[src/rtl/ring_dma_pkg.sv]
package ring_dma_pkg;

  typedef enum logic [3:0] {
    REG_CTRL    = 4'd0,
    REG_STAT    = 4'd1,
    REG_SEG     = 4'd2,
    REG_BASE    = 4'd3,
    REG_BOUND   = 4'd4,
    REG_PTR     = 4'd5,
    REG_CNT     = 4'd6,
    REG_PEEK_LO = 4'd7,
    REG_PEEK_HI = 4'd8
  } reg_sel_e;

  localparam int CTRL_EN_BIT    = 0;
  localparam int CTRL_IE_BIT    = 1;
  localparam int STAT_FLAG_BIT  = 0;
  localparam int STAT_EMPTY_BIT = 1;
  localparam int STAT_FULL_BIT  = 2;

endpackage

[src/rtl/ring_dma_fifo.sv]
module ring_dma_fifo #(
  parameter int DW    = 8,
  parameter int DEPTH = 4
) (
  input  logic            clk,
  input  logic            rst_n,
  input  logic            push,
  input  logic [DW-1:0]   push_data,
  input  logic            pop,
  output logic [DW-1:0]   head,
  output logic            empty,
  output logic            full,
  output logic [4*DW-1:0] peek
);

  localparam int IW = (DEPTH > 1) ? $clog2(DEPTH) : 1;
  localparam int LW = $clog2(DEPTH + 1);

  logic [DW-1:0] mem [DEPTH];
  logic [IW-1:0] wr_idx_q, wr_idx_d;
  logic [IW-1:0] rd_idx_q, rd_idx_d;
  logic [LW-1:0] level_q, level_d;
  logic          idx_en;

  always_comb begin
    wr_idx_d = wr_idx_q;
    rd_idx_d = rd_idx_q;
    if (push) wr_idx_d = (wr_idx_q == IW'(DEPTH - 1)) ? '0 : wr_idx_q + 1'b1;
    if (pop)  rd_idx_d = (rd_idx_q == IW'(DEPTH - 1)) ? '0 : rd_idx_q + 1'b1;
    level_d = level_q + LW'(push) - LW'(pop);
    idx_en  = push || pop;
  end

  always_ff @(posedge clk or negedge rst_n) begin
    if (!rst_n) begin
      wr_idx_q <= '0;
      rd_idx_q <= '0;
      level_q  <= '0;
    end else if (idx_en) begin
      wr_idx_q <= wr_idx_d;
      rd_idx_q <= rd_idx_d;
      level_q  <= level_d;
    end
  end

  always_ff @(posedge clk) begin
    if (push) mem[wr_idx_q] <= push_data;
  end

  assign head  = mem[rd_idx_q];
  assign empty = (level_q == '0);
  assign full  = (level_q == LW'(DEPTH));

  for (genvar i = 0; i < 4; i++) begin : g_peek
    logic [IW:0]   sum;
    logic [IW-1:0] idx;
    assign sum = {1'b0, rd_idx_q} + (IW+1)'(i);
    assign idx = (sum >= (IW+1)'(DEPTH)) ? IW'(sum - (IW+1)'(DEPTH)) : sum[IW-1:0];
    assign peek[i*DW +: DW] = (LW'(i) < level_q) ? mem[idx] : '0;
  end

  AST_FIFO_NO_OVERFLOW: assert property (@(posedge clk) disable iff (!rst_n)
    push |-> (!full || pop));
  AST_FIFO_NO_UNDERFLOW: assert property (@(posedge clk) disable iff (!rst_n)
    pop |-> !empty);
  AST_FIFO_FILLS: assert property (@(posedge clk) disable iff (!rst_n)
    (push && !pop) |=> !empty);

endmodule

[src/rtl/ring_dma_regs.sv]
module ring_dma_regs
  import ring_dma_pkg::*;
#(
  parameter int ADDR_W = 16,
  parameter int SEG_W  = 8
) (
  input  logic              clk,
  input  logic              rst_n,
  input  logic              wr_en,
  input  logic [3:0]        wr_sel,
  input  logic [ADDR_W-1:0] wr_data,
  input  logic              xfer,
  output logic              en,
  output logic              ie,
  output logic              flag,
  output logic [SEG_W-1:0]  seg,
  output logic [ADDR_W-9:0] base,
  output logic [ADDR_W-1:0] bound,
  output logic [ADDR_W-1:0] ptr,
  output logic [ADDR_W-1:0] cnt
);

  localparam int BASE_W = ADDR_W - 8;

  logic              en_q, ie_q, flag_q, flag_d;
  logic [SEG_W-1:0]  seg_q;
  logic [BASE_W-1:0] base_q;
  logic [ADDR_W-1:0] bound_q, ptr_q, cnt_q, ptr_d, cnt_d;
  logic [ADDR_W-1:0] ptr_inc, ptr_wrap;
  logic              ctrl_we, seg_we, base_we, bound_we, ptr_en, cnt_en, flag_en;
  logic              set_flag, clr_flag;

  always_comb begin
    ptr_inc  = ptr_q + 1'b1;
    ptr_wrap = (ptr_inc == bound_q) ? {base_q, 8'h00} : ptr_inc;

    ctrl_we  = wr_en && (wr_sel == REG_CTRL);
    seg_we   = wr_en && (wr_sel == REG_SEG);
    base_we  = wr_en && (wr_sel == REG_BASE);
    bound_we = wr_en && (wr_sel == REG_BOUND);
    ptr_en   = xfer || (wr_en && (wr_sel == REG_PTR));
    cnt_en   = xfer || (wr_en && (wr_sel == REG_CNT));

    ptr_d = (wr_en && (wr_sel == REG_PTR)) ? wr_data : ptr_wrap;
    cnt_d = (wr_en && (wr_sel == REG_CNT)) ? wr_data : cnt_q - 1'b1;

    set_flag = xfer && (cnt_q == '0);
    clr_flag = wr_en && (wr_sel == REG_STAT) && wr_data[STAT_FLAG_BIT];
    flag_d   = set_flag ? 1'b1 : (clr_flag ? 1'b0 : flag_q);
    flag_en  = set_flag || clr_flag;
  end

  always_ff @(posedge clk or negedge rst_n) begin
    if (!rst_n) begin
      en_q    <= 1'b0;
      ie_q    <= 1'b0;
      flag_q  <= 1'b0;
      seg_q   <= '0;
      base_q  <= '0;
      bound_q <= '0;
      ptr_q   <= '0;
      cnt_q   <= '0;
    end else begin
      if (ctrl_we) begin
        en_q <= wr_data[CTRL_EN_BIT];
        ie_q <= wr_data[CTRL_IE_BIT];
      end
      if (seg_we)   seg_q   <= wr_data[SEG_W-1:0];
      if (base_we)  base_q  <= wr_data[BASE_W-1:0];
      if (bound_we) bound_q <= wr_data;
      if (ptr_en)   ptr_q   <= ptr_d;
      if (cnt_en)   cnt_q   <= cnt_d;
      if (flag_en)  flag_q  <= flag_d;
    end
  end

  assign en    = en_q;
  assign ie    = ie_q;
  assign flag  = flag_q;
  assign seg   = seg_q;
  assign base  = base_q;
  assign bound = bound_q;
  assign ptr   = ptr_q;
  assign cnt   = cnt_q;

  AST_PTR_HOLD: assert property (@(posedge clk) disable iff (!rst_n)
    (!xfer && !wr_en) |=> $stable(ptr_q) && $stable(cnt_q));
  AST_FLAG_STICKY: assert property (@(posedge clk) disable iff (!rst_n)
    (flag_q && !(wr_en && wr_sel == REG_STAT)) |=> flag_q);
  AST_TERMINAL_SETS: assert property (@(posedge clk) disable iff (!rst_n)
    (xfer && cnt_q == '0) |=> flag_q);
  AST_WRAP_ALIGNED: assert property (@(posedge clk) disable iff (!rst_n)
    (xfer && !wr_en && ptr_inc == bound_q) |=> (ptr_q[7:0] == 8'h00));

endmodule

[src/rtl/ring_dma_chan.sv]
module ring_dma_chan
  import ring_dma_pkg::*;
#(
  parameter int ADDR_W  = 16,
  parameter int SEG_W   = 8,
  parameter int DW      = 8,
  parameter int DEPTH   = 4,
  parameter bit TX_MODE = 1'b0
) (
  input  logic                    clk,
  input  logic                    rst_n,
  input  logic                    reg_wr,
  input  logic [3:0]              reg_addr,
  input  logic [ADDR_W-1:0]       reg_wdata,
  output logic [ADDR_W-1:0]       reg_rdata,
  output logic                    mem_req,
  output logic                    mem_we,
  output logic [SEG_W+ADDR_W-1:0] mem_addr,
  output logic [DW-1:0]           mem_wdata,
  input  logic [DW-1:0]           mem_rdata,
  input  logic                    mem_ack,
  input  logic                    ser_in_valid,
  input  logic [DW-1:0]           ser_in_data,
  output logic                    ser_in_ready,
  output logic                    ser_out_valid,
  output logic [DW-1:0]           ser_out_data,
  input  logic                    ser_out_ready,
  output logic                    irq
);

  localparam int BASE_W = ADDR_W - 8;

  logic rst_q0, rst_q1, rst_s;

  always_ff @(posedge clk or negedge rst_n) begin
    if (!rst_n) begin
      rst_q0 <= 1'b0;
      rst_q1 <= 1'b0;
    end else begin
      rst_q0 <= 1'b1;
      rst_q1 <= rst_q0;
    end
  end
  assign rst_s = rst_q1;

  logic              en, ie, flag;
  logic [SEG_W-1:0]  seg;
  logic [BASE_W-1:0] base;
  logic [ADDR_W-1:0] bound, ptr, cnt;
  logic              xfer, avail;
  logic              f_push, f_pop, f_empty, f_full;
  logic [DW-1:0]     f_wdata, f_head;
  logic [4*DW-1:0]   f_peek;
  logic              unused_in;

  assign mem_req = en && avail;
  assign xfer    = mem_req && mem_ack;

  ring_dma_regs #(.ADDR_W(ADDR_W), .SEG_W(SEG_W)) u_regs (
    .clk     (clk),
    .rst_n   (rst_s),
    .wr_en   (reg_wr),
    .wr_sel  (reg_addr),
    .wr_data (reg_wdata),
    .xfer    (xfer),
    .en      (en),
    .ie      (ie),
    .flag    (flag),
    .seg     (seg),
    .base    (base),
    .bound   (bound),
    .ptr     (ptr),
    .cnt     (cnt)
  );

  ring_dma_fifo #(.DW(DW), .DEPTH(DEPTH)) u_fifo (
    .clk       (clk),
    .rst_n     (rst_s),
    .push      (f_push),
    .push_data (f_wdata),
    .pop       (f_pop),
    .head      (f_head),
    .empty     (f_empty),
    .full      (f_full),
    .peek      (f_peek)
  );

  if (TX_MODE) begin : g_tx
    assign f_push        = xfer;
    assign f_wdata       = mem_rdata;
    assign f_pop         = ser_out_valid && ser_out_ready;
    assign avail         = !f_full;
    assign mem_we        = 1'b0;
    assign mem_wdata     = '0;
    assign ser_in_ready  = 1'b0;
    assign ser_out_valid = !f_empty;
    assign ser_out_data  = f_head;
    assign unused_in     = ^{ser_in_valid, ser_in_data};
  end else begin : g_rx
    assign f_push        = ser_in_valid && ser_in_ready;
    assign f_wdata       = ser_in_data;
    assign f_pop         = xfer;
    assign avail         = !f_empty;
    assign mem_we        = 1'b1;
    assign mem_wdata     = f_head;
    assign ser_in_ready  = !f_full;
    assign ser_out_valid = 1'b0;
    assign ser_out_data  = '0;
    assign unused_in     = ^{mem_rdata, ser_out_ready};
  end

  assign mem_addr = {seg, ptr};
  assign irq      = flag && ie;

  always_comb begin
    reg_rdata = '0;
    case (reg_addr)
      REG_CTRL: begin
        reg_rdata[CTRL_EN_BIT] = en;
        reg_rdata[CTRL_IE_BIT] = ie;
      end
      REG_STAT: begin
        reg_rdata[STAT_FLAG_BIT]  = flag;
        reg_rdata[STAT_EMPTY_BIT] = f_empty;
        reg_rdata[STAT_FULL_BIT]  = f_full;
      end
      REG_SEG:     reg_rdata[SEG_W-1:0]  = seg;
      REG_BASE:    reg_rdata[BASE_W-1:0] = base;
      REG_BOUND:   reg_rdata = bound;
      REG_PTR:     reg_rdata = ptr;
      REG_CNT:     reg_rdata = cnt;
      REG_PEEK_LO: reg_rdata[2*DW-1:0] = f_peek[2*DW-1:0];
      REG_PEEK_HI: reg_rdata[2*DW-1:0] = f_peek[4*DW-1:2*DW];
      default:     reg_rdata = '0;
    endcase
  end

  AST_REQ_NEEDS_EN: assert property (@(posedge clk) disable iff (!rst_s)
    mem_req |-> en);
  AST_ADDR_HELD: assert property (@(posedge clk) disable iff (!rst_s)
    (mem_req && !mem_ack && !reg_wr) |=> (!mem_req || $stable(mem_addr)));
  AST_IRQ_NEEDS_FLAG: assert property (@(posedge clk) disable iff (!rst_s)
    irq |-> flag);

endmodule

[config.mk]
export PLATFORM = sky130hd
export DESIGN_NAME = ring_dma_chan
export DESIGN_NICKNAME = d
export VERILOG_FILES = /design/src/rtl/ring_dma_pkg.sv /design/src/rtl/ring_dma_fifo.sv /design/src/rtl/ring_dma_regs.sv /design/src/rtl/ring_dma_chan.sv
export SDC_FILE = /design/constraint.sdc
export NUM_CORES = 1
export LEC_CHECK = 0
export BUFFER_PORTS_ARGS = -buffer_cell sky130_fd_sc_hd__buf_4
export CAP_MARGIN = 20
export CORE_UTILIZATION = 40
export DETAILED_ROUTE_END_ITERATION = 8
export PLACE_DENSITY = 0.65
export SYNTH_ARGS = -nofsm -noshare
export SYNTH_HDL_FRONTEND = slang
export SYNTH_SLANG_ARGS = --single-unit
export TNS_END_PERCENT = 1
[constraint.sdc]
create_clock -name clk -period 2.95 [get_ports clk]
set_input_delay 0.59 -clock clk [delete_from_list [all_inputs] [get_ports clk]]
set_output_delay 0.59 -clock clk [all_outputs]
set_load 0.01 [all_outputs]
==> flow_metrics.py <==
metrics = {
    "yosys": {
        "synth-edff-count": 32,
        "yosys.area.top_type": "dfrtp_1",
        "synth_seq_area_share_pct": 40.3,
        "syn_inst": 705,
        "ys.warnings.count": 0,
        "yosysUniqueCellTypes": 68,
        "synth_area_leaders": "dfrtp_1, edfxtp_1, mux2_2, mux4_2, a21oi_1",
        "ys_ff_latch": 108,
        "synth_flop_cell": "dfrtp_1",
        "ys_async_sr_fraction_pct": 70.4,
        "syn_area_sq_um": 7100,
        "synth_area_per_cell_sq_um": 10.1,
        "yosysTopAreaCellShare_pct": 26.8,
    },
    "timing": {
        "drv_slew": 0,
        "finalClockSkew_ps": 11.6,
        "setup_viol": 0,
        "worst_pin_slew_ps": 1010,
        "maxSlewHeadroom_pct": 32.7,
        "timing.final.crit_period_ps": 2880,
        "min_period_over_period_pct": 97.7,
        "hold_viol": 0,
        "fmax_ghz": 0.347,
        "fin_tns_setup_ps": 0,
        "rsz0062_at_grt": "false",
    },
    "global_routing": {
        "grt_max_degree": 75,
        "antenna_found_initial": 0,
        "grt_pass1_wl_um": 32400,
        "grt_pass1_vias": 5636,
        "overflow": 0,
        "groute.usage.overall_pct": 23.8,
    },
    "clocking": {
        "clock_latency_ps": 370,
        "root_buffer": "clkbuf_16",
        "cts_max_level": 3,
        "clkTransAtPathRegs_ps": 80,
        "cts_tree": "yes",
        "cts.sinks": 108,
        "cts_buffer_depth": 2,
        "cts_buffers": 9,
        "post-cts-setup-buffers": 0,
    },
    "hold_path": {
        "hold_path_class": "reg -> reg",
    },
    "route": {
        "drtIter0Drc": 422,
        "viasPerCell": 5.91,
        "first_pass_iters": 5,
        "wire_per_inst_um": 20.6,
        "routed_wl_um": 20800,
        "dr_total_vias": 5984,
        "drc": 0,
        "postRouteAntennaNets": 0,
    },
    "setup_path": {
        "cp.required_ps": 2360,
        "cp.arrival_ps": 2290,
        "crit_type": "reg -> out",
        "crit_fanout": 9,
        "critPathLaunchType": "flop",
        "end_kind": "output pin",
    },
    "run": {
        "max_cap_viol_count": 0,
    },
    "cells_and_area": {
        "layout-drive-gt1-share_pct": 27.7,
        "fin_nets": 838,
        "multiInputGateArea_sq_um": 3920,
        "final_common_cell": "buf_4",
        "diodes": 0,
        "fillers": 1636,
        "most-common-layout-cells": "buf_4, dfrtp_1, nor2_1, mux2_2, a21oi_1",
        "area_growth_pct": 17.4,
        "seq_area_sq_um": 2870,
    },
    "floorplanning": {
        "dieArea_sq_um": 18300,
        "num_rows": 48,
        "die_w_um": 135,
        "io_pins": 103,
        "start_util_pct": 41.1,
        "die_h_um": 135,
        "core-area_sq_um": 17300,
    },
    "placed_design": {
        "place_congestion": 0.871,
        "dp_hpwl_um": 15500,
        "port_buffers": 83,
    },
    "power": {
        "ir_drop_mv": 0.735,
        "p_leak_nw": 3.36,
        "powerDensity_nw_per_um2": 887,
        "fin_total_pwr_mw": 7.40,
    },
    "run_status": {
        "run_status": "finished, final reports clean",
    },
}
flip-flops by register name, indices dropped and copies added, names as in the netlist:
register         cells
u_regs.flag          1
u_fifo.mem          32
u_regs.ptr          16
rst_q0               1
u_regs.en            1
u_regs.cnt          16
u_fifo.rd_idx_q      2
u_fifo.wr_idx_q      2
u_regs.bound        16
u_fifo.level_q       3
u_regs.seg           8
u_regs.ie            1
rst_q1               1
u_regs.base          8
power breakdown:
group,internal [mW],switching [mW],total (mW)
Combinational,1.78,1.90,3.68
Clock,0.593,0.635,1.23
Sequential,1.96,0.530,2.49
Total,4.33,3.07,7.40
metrics by stage:
| stage | worst slack (ps) | instance area, sq um | hold slack [ps] | instances | util, % |
|---|---|---|---|---|---|
| after floorplan | 98.3 | 7140 | 294 | 714 | - |
| after global placement | 248 | 8010 | 336 | 996 | 46.3 |
| after detailed placement | 192 | 8010 | 339 | 996 | 46.3 |
| after CTS | 27.8 | 8310 | 362 | 1013 | 48.0 |
| after global routing | 1.26 | 8340 | 381 | 1013 | 48.2 |
| final | 68.0 | 8340 | 358 | 1013 | 48.2 |
synth_stat cells (5+ instances only):
cell and instances:
inv_1 13, and3_1 24, dfrtp_1 76, clkbuf_1 28, xor2_1 14, nor4_1 10, buf_4 13, nor2_1 63
nand3_1 31, a32oi_1 7, a21oi_1 48, buf_2 13, a22oi_1 8, o22ai_1 9, xnor2_1 23, edfxtp_1 32
nor2b_1 5, o211ai_1 12, nand2_1 41, ha_1 12, o21ai_0 21, mux2i_1 20, buf_1 7, nor3_1 16
mux2_2 50, or3_1 10, mux4_2 15, a221oi_1 14, nand4_1 7, and2_1 5
logic make-up after synthesis:
kind of cell	Yosys count	synth area share, %
AOI/OAI and AO/OA	143	13.0
xor gates and xnor gates	40	5.51
adders and majority gates	13	2.40
buffers and inverters	77	5.20
DFF	108	40.3
muxes	85	15.5
other	2	0.106
and+or+nand+nor	237	18.0
cell type report:
type | count | area share, %
repair buffers | 121 | 11.0
inverters | 14 | 0.630
multi-input cells | 529 | 47.1
well taps | 225 | 3.38
clock inverters | 7 | 0.826
flip-flops and latches | 108 | 34.4
clock buffers | 9 | 2.70
routing by layer:
metal / vias up / GRT usage (%) / share of wire, %
met5: - / 0 / 0
met4: 0 / 7.74 / 2.3
met3: 25 / 4.98 / 7.6
met2: 257 / 37.9 / 47
met1: 2948 / 32.3 / 44
li1: 2754 / - / -
final timing paths:
check	from	to	slack, ps	depth (start not counted)
worst max-delay path	u_fifo.rd_idx_q[0]$_DFFE_PN0P_	reg_rdata[10]	70	6
worst min-delay path	rst_q0$_DFF_PN0_	rst_q1$_DFF_PN0_	360	0
worst max register to register	u_regs.ptr[1]$_DFFE_PN0P_	u_regs.ptr[15]$_DFFE_PN0P_	180	9
worst min register to register	rst_q0$_DFF_PN0_	rst_q1$_DFF_PN0_	360	0
max in group asynchronous	rst_q1$_DFF_PN0_	u_regs.bound[8]$_DFFE_PN0P_	1790	0
min in group asynchronous	rst_q1$_DFF_PN0_	u_fifo.level_q[1]$_DFFE_PN0N_	490	0
critical path: stages (launching register included):
cell and delay [ps]:
dfrtp_1 410, ha_1 320, buf_4 180, mux4_2 510, a32oi_1 150, o21ai_0 160, buf_4 180
what timing repair did:
| action | CTS | global route |
|---|---|---|
| resized for setup | 0 | 7 |
| setup endpoints to repair | 0 | 19 |
| hold buffers | 1 | 0 |
| hold endpoints to repair | 2 | 0 |
No activity file was read; power rests on OpenSTA's default activity.
